[config.mk]
export PLATFORM = sky130hd
export DESIGN_NAME = halt_lpm_seq
export DESIGN_NICKNAME = d
export VERILOG_FILES = /design/src/rtl/halt_lpm_pkg.sv /design/src/rtl/lpm_wake_sync.sv /design/src/rtl/lpm_count.sv /design/src/rtl/halt_lpm_seq.sv
export SDC_FILE = /design/constraint.sdc
export NUM_CORES = 1
export LEC_CHECK = 0
export BUFFER_PORTS_ARGS = -buffer_cell sky130_fd_sc_hd__buf_2
export CAP_MARGIN = 20
export CORE_AREA = 8 8 79 60
export DETAILED_ROUTE_END_ITERATION = 10
export DIE_AREA = 0 0 87 68
export PLACE_DENSITY = 0.68
export SYNTH_ARGS = -nofsm -noshare
export SYNTH_HDL_FRONTEND = slang
export SYNTH_SLANG_ARGS = --single-unit
[constraint.sdc]
create_clock -name clk -period 2.3 [get_ports clk]
set_input_delay 0.23 -clock clk [delete_from_list [all_inputs] [get_ports clk]]
set_output_delay 0.23 -clock clk [all_outputs]
set_load 0.005 [all_outputs]
[src/rtl/halt_lpm_pkg.sv]
package halt_lpm_pkg;
  typedef enum logic [2:0] {
    ST_RUN         = 3'd0,
    ST_DRAIN       = 3'd1,
    ST_HALTED      = 3'd2,
    ST_OSC_START   = 3'd3,
    ST_CLK_RESTORE = 3'd4,
    ST_WAKE_IRQ    = 3'd5
  } lpm_state_e;
endpackage

[src/rtl/lpm_wake_sync.sv]
module lpm_wake_sync #(
  parameter int SYNC_STAGES = 2
) (
  input  logic clk,
  input  logic rst_n,
  input  logic pin_n,
  output logic fall,
  output logic level
);
  logic [SYNC_STAGES:0] sh;

  // Chain resets to 1 so that an idle-high pin causes no edge at start.
  always_ff @(posedge clk or negedge rst_n) begin
    if (!rst_n) sh <= '1;
    else        sh <= {sh[SYNC_STAGES-1:0], pin_n};
  end

  assign level = sh[SYNC_STAGES-1];
  assign fall  = sh[SYNC_STAGES] & ~sh[SYNC_STAGES-1];
endmodule

[src/rtl/lpm_count.sv]
module lpm_count #(
  parameter int W = 8
) (
  input  logic         clk,
  input  logic         rst_n,
  input  logic         clr,
  input  logic         en,
  input  logic [W-1:0] limit,
  output logic         done
);
  logic [W-1:0] cnt;

  assign done = (cnt == limit);

  always_ff @(posedge clk or negedge rst_n) begin
    if (!rst_n)           cnt <= '0;
    else if (clr)         cnt <= '0;
    else if (en && !done) cnt <= cnt + 1'b1;
  end
endmodule

[src/rtl/halt_lpm_seq.sv]
module halt_lpm_seq
  import halt_lpm_pkg::*;
#(
  parameter int DRAIN_CYC = 16,
  parameter int GUARD_CYC = 5,
  parameter int SETTLE_W  = 8
) (
  input  logic                clk,
  input  logic                rst_n,
  input  logic                halt_req,
  input  logic                pipe_idle,
  input  logic                wake_n,
  input  logic                wd_keep,
  input  logic                xtal_sel,
  input  logic                irq_en,
  input  logic [SETTLE_W-1:0] settle_cycles,
  input  logic                pll_relock_done,
  output logic                sysclk_en,
  output logic                periph_clk_en,
  output logic                pll_en,
  output logic                xosc_en,
  output logic                intosc_en,
  output logic                wdclk_en,
  output logic                wake_irq,
  output logic                pll_relock_req,
  output logic                pll_locked,
  output logic                wake_err
);
  localparam int DW = $clog2(DRAIN_CYC + 1);
  localparam int GW = $clog2(GUARD_CYC + 1);

  lpm_state_e state, state_nx;
  logic cfg_xtal, cfg_wdk;
  logic wake_fall, wake_level;
  logic drain_done, guard_ok, osc_done;
  logic enter_halt, wake_go;

  assign enter_halt = (state == ST_RUN) && halt_req;
  assign wake_go    = (state == ST_HALTED) && wake_fall && guard_ok;

  lpm_wake_sync #(.SYNC_STAGES(2)) u_sync (
    .clk   (clk),
    .rst_n (rst_n),
    .pin_n (wake_n),
    .fall  (wake_fall),
    .level (wake_level)
  );

  lpm_count #(.W(DW)) u_drain (
    .clk   (clk),
    .rst_n (rst_n),
    .clr   (enter_halt),
    .en    (state == ST_DRAIN),
    .limit (DW'(DRAIN_CYC - 1)),
    .done  (drain_done)
  );

  lpm_count #(.W(GW)) u_guard (
    .clk   (clk),
    .rst_n (rst_n),
    .clr   (enter_halt),
    .en    ((state == ST_DRAIN) || (state == ST_HALTED)),
    .limit (GW'(GUARD_CYC)),
    .done  (guard_ok)
  );

  lpm_count #(.W(SETTLE_W)) u_osc (
    .clk   (clk),
    .rst_n (rst_n),
    .clr   (wake_go),
    .en    (state == ST_OSC_START),
    .limit (settle_cycles),
    .done  (osc_done)
  );

  always_comb begin
    state_nx = state;
    unique case (state)
      ST_RUN:         if (halt_req) state_nx = ST_DRAIN;
      ST_DRAIN:       if (pipe_idle || drain_done) state_nx = ST_HALTED;
      ST_HALTED:      if (wake_go) state_nx = ST_OSC_START;
      ST_OSC_START:   if (osc_done) state_nx = ST_CLK_RESTORE;
      ST_CLK_RESTORE: state_nx = ST_WAKE_IRQ;
      ST_WAKE_IRQ:    state_nx = ST_RUN;
      default:        state_nx = ST_RUN;
    endcase
  end

  always_ff @(posedge clk or negedge rst_n) begin
    if (!rst_n) begin
      state    <= ST_RUN;
      cfg_xtal <= 1'b0;
      cfg_wdk  <= 1'b1;
    end else begin
      state <= state_nx;
      if (enter_halt) begin
        cfg_xtal <= xtal_sel;
        cfg_wdk  <= wd_keep;
      end
    end
  end

  always_ff @(posedge clk or negedge rst_n) begin
    if (!rst_n) begin
      pll_relock_req <= 1'b0;
      wake_err       <= 1'b0;
    end else begin
      if ((state == ST_OSC_START) && osc_done) pll_relock_req <= 1'b1;
      else if (pll_relock_done)                pll_relock_req <= 1'b0;
      if (enter_halt)
        wake_err <= 1'b0;
      else if ((state == ST_OSC_START) && !osc_done && wake_level)
        wake_err <= 1'b1;
    end
  end

  always_comb begin
    sysclk_en     = 1'b1;
    periph_clk_en = 1'b1;
    pll_en        = 1'b1;
    xosc_en       = 1'b1;
    intosc_en     = 1'b1;
    wdclk_en      = 1'b1;
    unique case (state)
      ST_HALTED: begin
        sysclk_en     = 1'b0;
        periph_clk_en = 1'b0;
        pll_en        = 1'b0;
        xosc_en       = ~cfg_xtal;
        intosc_en     = cfg_wdk;
        wdclk_en      = cfg_wdk;
      end
      ST_OSC_START: begin
        sysclk_en     = 1'b0;
        periph_clk_en = 1'b0;
        pll_en        = 1'b0;
      end
      default: ;
    endcase
  end

  assign wake_irq   = (state == ST_WAKE_IRQ) && irq_en;
  assign pll_locked = pll_en && !pll_relock_req;
endmodule

==> report_table.html <==
<table>
<tr><th>Metric</th><th>Value</th></tr>
<tr><th colspan="2">Run status</th></tr>
<tr><td>Outcome</td><td>finished, final reports clean</td></tr>
<tr><th colspan="2">Floorplanning</th></tr>
<tr><td>Initial core utilization</td><td>0.375</td></tr>
<tr><td>Number of standard-cell rows in the floorplan</td><td>19</td></tr>
<tr><td>Die outline area</td><td>5920 sq um</td></tr>
<tr><td>DIE HEIGHT</td><td>68 um</td></tr>
<tr><td>Core ar.</td><td>3640 sq um</td></tr>
<tr><td>Die width</td><td>between 80 and 90 um</td></tr>
<tr><td>Boundary pin count</td><td>27</td></tr>
<tr><th colspan="2">Finish</th></tr>
<tr><td>Sequential cell area</td><td>656 sq um</td></tr>
<tr><td>Fraction of layout cells with a size suffix above 1</td><td>0.228</td></tr>
<tr><td>Multi-input gate area in the final layout</td><td>between 600 and 700 sq um</td></tr>
<tr><td>Antenna cell count</td><td>0</td></tr>
<tr><td>Total number of nets in the final design</td><td>185</td></tr>
<tr><td>Fill cell instance count of the final layout</td><td>345</td></tr>
<tr><td>Layout area overhead</td><td>16.1%</td></tr>
<tr><th colspan="2">Power</th></tr>
<tr><td>Switching part of the total</td><td>0.390</td></tr>
<tr><td>Maximum vdd ir drop</td><td>0.405 mV</td></tr>
<tr><td>Fraction of power consumed by sequential logic</td><td>0.450</td></tr>
<tr><td>Combinational share of power</td><td>0.388</td></tr>
<tr><td>PwrDens</td><td>1160 nW/um^2</td></tr>
<tr><td>Part of the power in the clock network</td><td>0.162</td></tr>
<tr><td>Switching power of the nets</td><td>0.713 mW</td></tr>
<tr><td>Internal portion of total power</td><td>approximately 1.1 mW</td></tr>
<tr><td>LEAKAGE</td><td>0.711 nW</td></tr>
<tr><th colspan="2">Clock network</th></tr>
<tr><td>Num CTS Buffers</td><td>3</td></tr>
<tr><td>Clock Path Buffers</td><td>2</td></tr>
<tr><td>Number of H-tree levels</td><td>1</td></tr>
<tr><td>Post-CTS setup buffers</td><td>0</td></tr>
<tr><td>Worst-path clk slew</td><td>0.08 ns</td></tr>
<tr><td>Clock latency reported for the late side of the worst-skew pair</td><td>around 0.27 ns</td></tr>
<tr><td>CTS tree</td><td>built</td></tr>
<tr><td>Number of sinks driven by the clock tree</td><td>26</td></tr>
<tr><td>Root buf cell</td><td>sky130_fd_sc_hd__clkbuf_8</td></tr>
<tr><th colspan="2">Synthesis</th></tr>
<tr><td>Post-Synthesis Mean Instance Area</td><td>9.87 sq um</td></tr>
<tr><td>Seq cells post-synth</td><td>26</td></tr>
<tr><td>Number of cells produced by synthesis</td><td>138</td></tr>
<tr><td>Synth cell types</td><td>35</td></tr>
<tr><td>Fraction of the yosys area taken by sequential cells</td><td>0.481</td></tr>
<tr><td>Library cell with the highest instance count after synthesis</td><td>sky130_fd_sc_hd__dfrtp_1</td></tr>
<tr><td>Synthesized area</td><td>1360 sq um</td></tr>
<tr><td>Net count of the mapped netlist</td><td>160</td></tr>
<tr><td>Top cells by count, synth</td><td>sky130_fd_sc_hd__dfrtp_1, sky130_fd_sc_hd__inv_1, sky130_fd_sc_hd__nand2_1, sky130_fd_sc_hd__xnor2_1</td></tr>
<tr><td>Async S/R FF share, synth</td><td>1.00</td></tr>
<tr><td>Cell types occupying the most area after synthesis</td><td>sky130_fd_sc_hd__dfrtp_1, sky130_fd_sc_hd__dfstp_2, sky130_fd_sc_hd__xnor2_1, sky130_fd_sc_hd__ha_1, sky130_fd_sc_hd__o21ai_0</td></tr>
<tr><td>Most used DFF post-synth</td><td>sky130_fd_sc_hd__dfrtp_1</td></tr>
<tr><td>YS warnings</td><td>0</td></tr>
<tr><td>Leading area contributor after synthesis</td><td>sky130_fd_sc_hd__dfrtp_1</td></tr>
<tr><td>Count of flip-flops with a built-in enable after synthesis</td><td>0</td></tr>
<tr><td>Proportion of netlist area held by the largest area contributor</td><td>0.404</td></tr>
<tr><th colspan="2">Min path</th></tr>
<tr><td>Endpoint with the worst hold slack</td><td>u_sync.sh[0]</td></tr>
<tr><td>Path category of the worst min-delay check</td><td>input port to register</td></tr>
<tr><td>Worst Hold Path Cells</td><td>1</td></tr>
<tr><td>Beginning of the worst hold path</td><td>wake_n</td></tr>
<tr><th colspan="2">Setup path</th></tr>
<tr><td>Data arrival time of the worst path</td><td>around 2.1 ns</td></tr>
<tr><td>Reg2reg path depth</td><td>7</td></tr>
<tr><td>Setup slack of the worst register-to-register path</td><td>0.36 ns</td></tr>
<tr><td>Sort of element at the end of the critical path</td><td>register</td></tr>
<tr><td>Worst R2R Start</td><td>u_drain.cnt[0]</td></tr>
<tr><td>Critical path data required time</td><td>between 2 and 2.5 ns</td></tr>
<tr><td>Setup CP Type</td><td>register to register</td></tr>
<tr><td>CP startpoint kind</td><td>register</td></tr>
<tr><td>Destination of the worst register-to-register timing path</td><td>u_drain.cnt[3]</td></tr>
<tr><td>Largest fanout on the critical path</td><td>4</td></tr>
<tr><th colspan="2">Drt</th></tr>
<tr><td>Vias per cell</td><td>approximately 5.0</td></tr>
<tr><td>Routed wire per std cell</td><td>13.6 um</td></tr>
<tr><td>Total wire length after detailed routing</td><td>2900 um</td></tr>
<tr><td>DRC Markers</td><td>0</td></tr>
<tr><td>Residual antenna-violating net count after detailed routing</td><td>0</td></tr>
<tr><td>Violation count after the first detailed-route iteration</td><td>88</td></tr>
<tr><td>Number of detailed-route iterations in the first pass</td><td>4</td></tr>
<tr><td>Detailed-route via count</td><td>1073</td></tr>
<tr><th colspan="2">GRT</th></tr>
<tr><td>Antenna violations before repair</td><td>0</td></tr>
<tr><td>Met2 Resource Use GR</td><td>0.194</td></tr>
<tr><td>Number of global-route vias before repair</td><td>1095</td></tr>
<tr><td>Tot GR Track Use</td><td>0.105</td></tr>
<tr><td>Aggregate global routing overflow</td><td>0</td></tr>
<tr><td>Routing layer with the top usage in global route</td><td>met2</td></tr>
<tr><td>Pin count of the biggest net entering global routing</td><td>27</td></tr>
<tr><td>Wire length of the first global-routing pass</td><td>about 4800 um</td></tr>
<tr><td>Met1 Resource Use GR</td><td>0.115</td></tr>
<tr><td>Met3 routing resource usage after global routing</td><td>0.0264</td></tr>
<tr><th colspan="2">STA</th></tr>
<tr><td>Worst Skew</td><td>0.00635 ns</td></tr>
<tr><td>Transition time at the pin with the least slew margin</td><td>0.579 ns</td></tr>
<tr><td>Tightest hold margin</td><td>around 0.055 ns</td></tr>
<tr><td>Worst slew margin relative to its limit</td><td>0.614</td></tr>
<tr><td>Final setup violation count</td><td>0</td></tr>
<tr><td>Number of pins with negative max-slew slack in the final report</td><td>0</td></tr>
<tr><td>Max frequency</td><td>0.516 GHz</td></tr>
<tr><td>Summed negative setup slack over all endpoints</td><td>0 ns</td></tr>
<tr><td>Minimum clock period after layout</td><td>1.94 ns</td></tr>
<tr><td>Period utilization</td><td>0.843</td></tr>
<tr><td>Count of final hold-check violations</td><td>0</td></tr>
<tr><td>Unrepaired setup endpoints after global routing</td><td>no</td></tr>
<tr><th colspan="2">Placed design</th></tr>
<tr><td>DPL Wire Length</td><td>around 2200 um</td></tr>
<tr><td>IO Port Bufs</td><td>26</td></tr>
<tr><td>Placer Congestion</td><td>0.799</td></tr>
<tr><th colspan="2">Flow run</th></tr>
<tr><td>Max-capacitance violation count</td><td>0</td></tr>
</table>
-- power by group through the flow --
stage	sequential [mW]	clock [mW]	combinational [mW]
2_1_floorplan	0.751	0	0.595
3_3_place_gp	0.817	0	0.671
3_5_place_dp	0.829	0	0.712
4_1_cts	0.821	0.310	0.720
5_1_grt	0.850	0.327	0.818
6_report	0.823	0.296	0.709
-- worst max path at each step --
stage	end	start	cells after the start	slack (ns)
after floorplan	u_drain.cnt[3]	u_drain.cnt[0]	7	0.59
after global routing	u_drain.cnt[3]	u_drain.cnt[0]	7	0.24
after global placement	u_osc.cnt[7]	state[1]	5	0.47
after CTS	u_drain.cnt[3]	u_drain.cnt[0]	7	0.36
final	u_drain.cnt[3]	u_drain.cnt[0]	7	0.36
after detailed placement	u_drain.cnt[3]	u_drain.cnt[0]	7	0.38
-- flip-flops by register name, indices dropped and copies added, names as in the netlist --
register        count
u_drain.cnt         5
cfg_wdk             1
cfg_xtal            1
wake_err            1
pll_relock_req      1
u_osc.cnt           8
state               3
u_sync.sh           3
u_guard.cnt         3
-- through the flow --
step	setup slack (ns)	power (mW)	utilization	cells	cell area [sq um]
6_report	0.361	1.83	0.435	214	1580
3_3_place_gp	0.469	1.49	0.417	209	1520
4_1_cts	0.364	1.85	0.435	214	1580
2_1_floorplan	0.586	1.35	-	138	1360
5_1_grt	0.238	2.00	0.435	214	1580
3_5_place_dp	0.380	1.54	0.417	209	1520
-- cell usage in the layout, fill, tap and decap left out, types with 4 or more instances in the layout --
| cell | instances |
|---|---|
| sky130_fd_sc_hd__clkbuf_8 | 4 |
| sky130_fd_sc_hd__xnor2_1 | 10 |
| sky130_fd_sc_hd__dfrtp_1 | 22 |
| sky130_fd_sc_hd__nor2_1 | 9 |
| sky130_fd_sc_hd__inv_1 | 11 |
| sky130_fd_sc_hd__nand4_1 | 4 |
| sky130_fd_sc_hd__nand3_1 | 7 |
| sky130_fd_sc_hd__o21ai_0 | 9 |
| sky130_fd_sc_hd__o31ai_1 | 4 |
| sky130_fd_sc_hd__dfstp_2 | 4 |
| sky130_fd_sc_hd__nand2_1 | 10 |
| sky130_fd_sc_hd__ha_1 | 5 |
| sky130_fd_sc_hd__buf_2 | 26 |
-- routing by layer --
layer | vias up | routed length (um) | share of wire
li1 | 529 | - | -
met1 | 522 | 1210 | 0.42
met2 | 20 | 1600 | 0.55
met3 | 2 | 90 | 0.031
met4 | 0 | 8 | 0.0028
met5 | - | 0 | 0
-- timing repair --
| item | in CTS | in global routing |
|---|---|---|
| gates resized for setup | 0 | 0 |
| hold buffers | 1 | 0 |
| hold endpoints to repair | 22 | 0 |
-- cells by family (layout without fill, tap and decap cells) --
| family | Yosys count | in the layout | share of synthesized area |
|---|---|---|---|
| AO/OA/AOI/OAI | 27 | 27 | 0.129 |
| adder cells (fa/ha/maj) | 5 | 5 | 0.0459 |
| buffers and inverters | 18 | 42 | 0.0606 |
| AND/OR/NAND/NOR | 45 | 45 | 0.168 |
| multiplexers | 4 | 4 | 0.0312 |
| flip-flops | 26 | 26 | 0.481 |
| XOR/XNOR | 13 | 13 | 0.0836 |
-- area by class of cell --
cell class / instances / share of cell area
Inverter: 11 / 0.0261
Clock buffer: 4 / 0.0348
Timing Repair Buffer: 27 / 0.0886
Tap cell: 52 / 0.0411
Sequential cell: 26 / 0.415
Multi-Input combinational cell: 94 / 0.395
-- critical path, cell delays in order (launching register included) --
cell                      delay, ns
sky130_fd_sc_hd__dfrtp_1       0.42
sky130_fd_sc_hd__ha_1          0.23
sky130_fd_sc_hd__and3_1        0.18
sky130_fd_sc_hd__ha_1          0.21
sky130_fd_sc_hd__nor3_1        0.39
sky130_fd_sc_hd__nand4_1       0.18
sky130_fd_sc_hd__xor2_1        0.16
sky130_fd_sc_hd__nor2_1        0.05
Note: power is estimated with default switching activity, not from simulation.
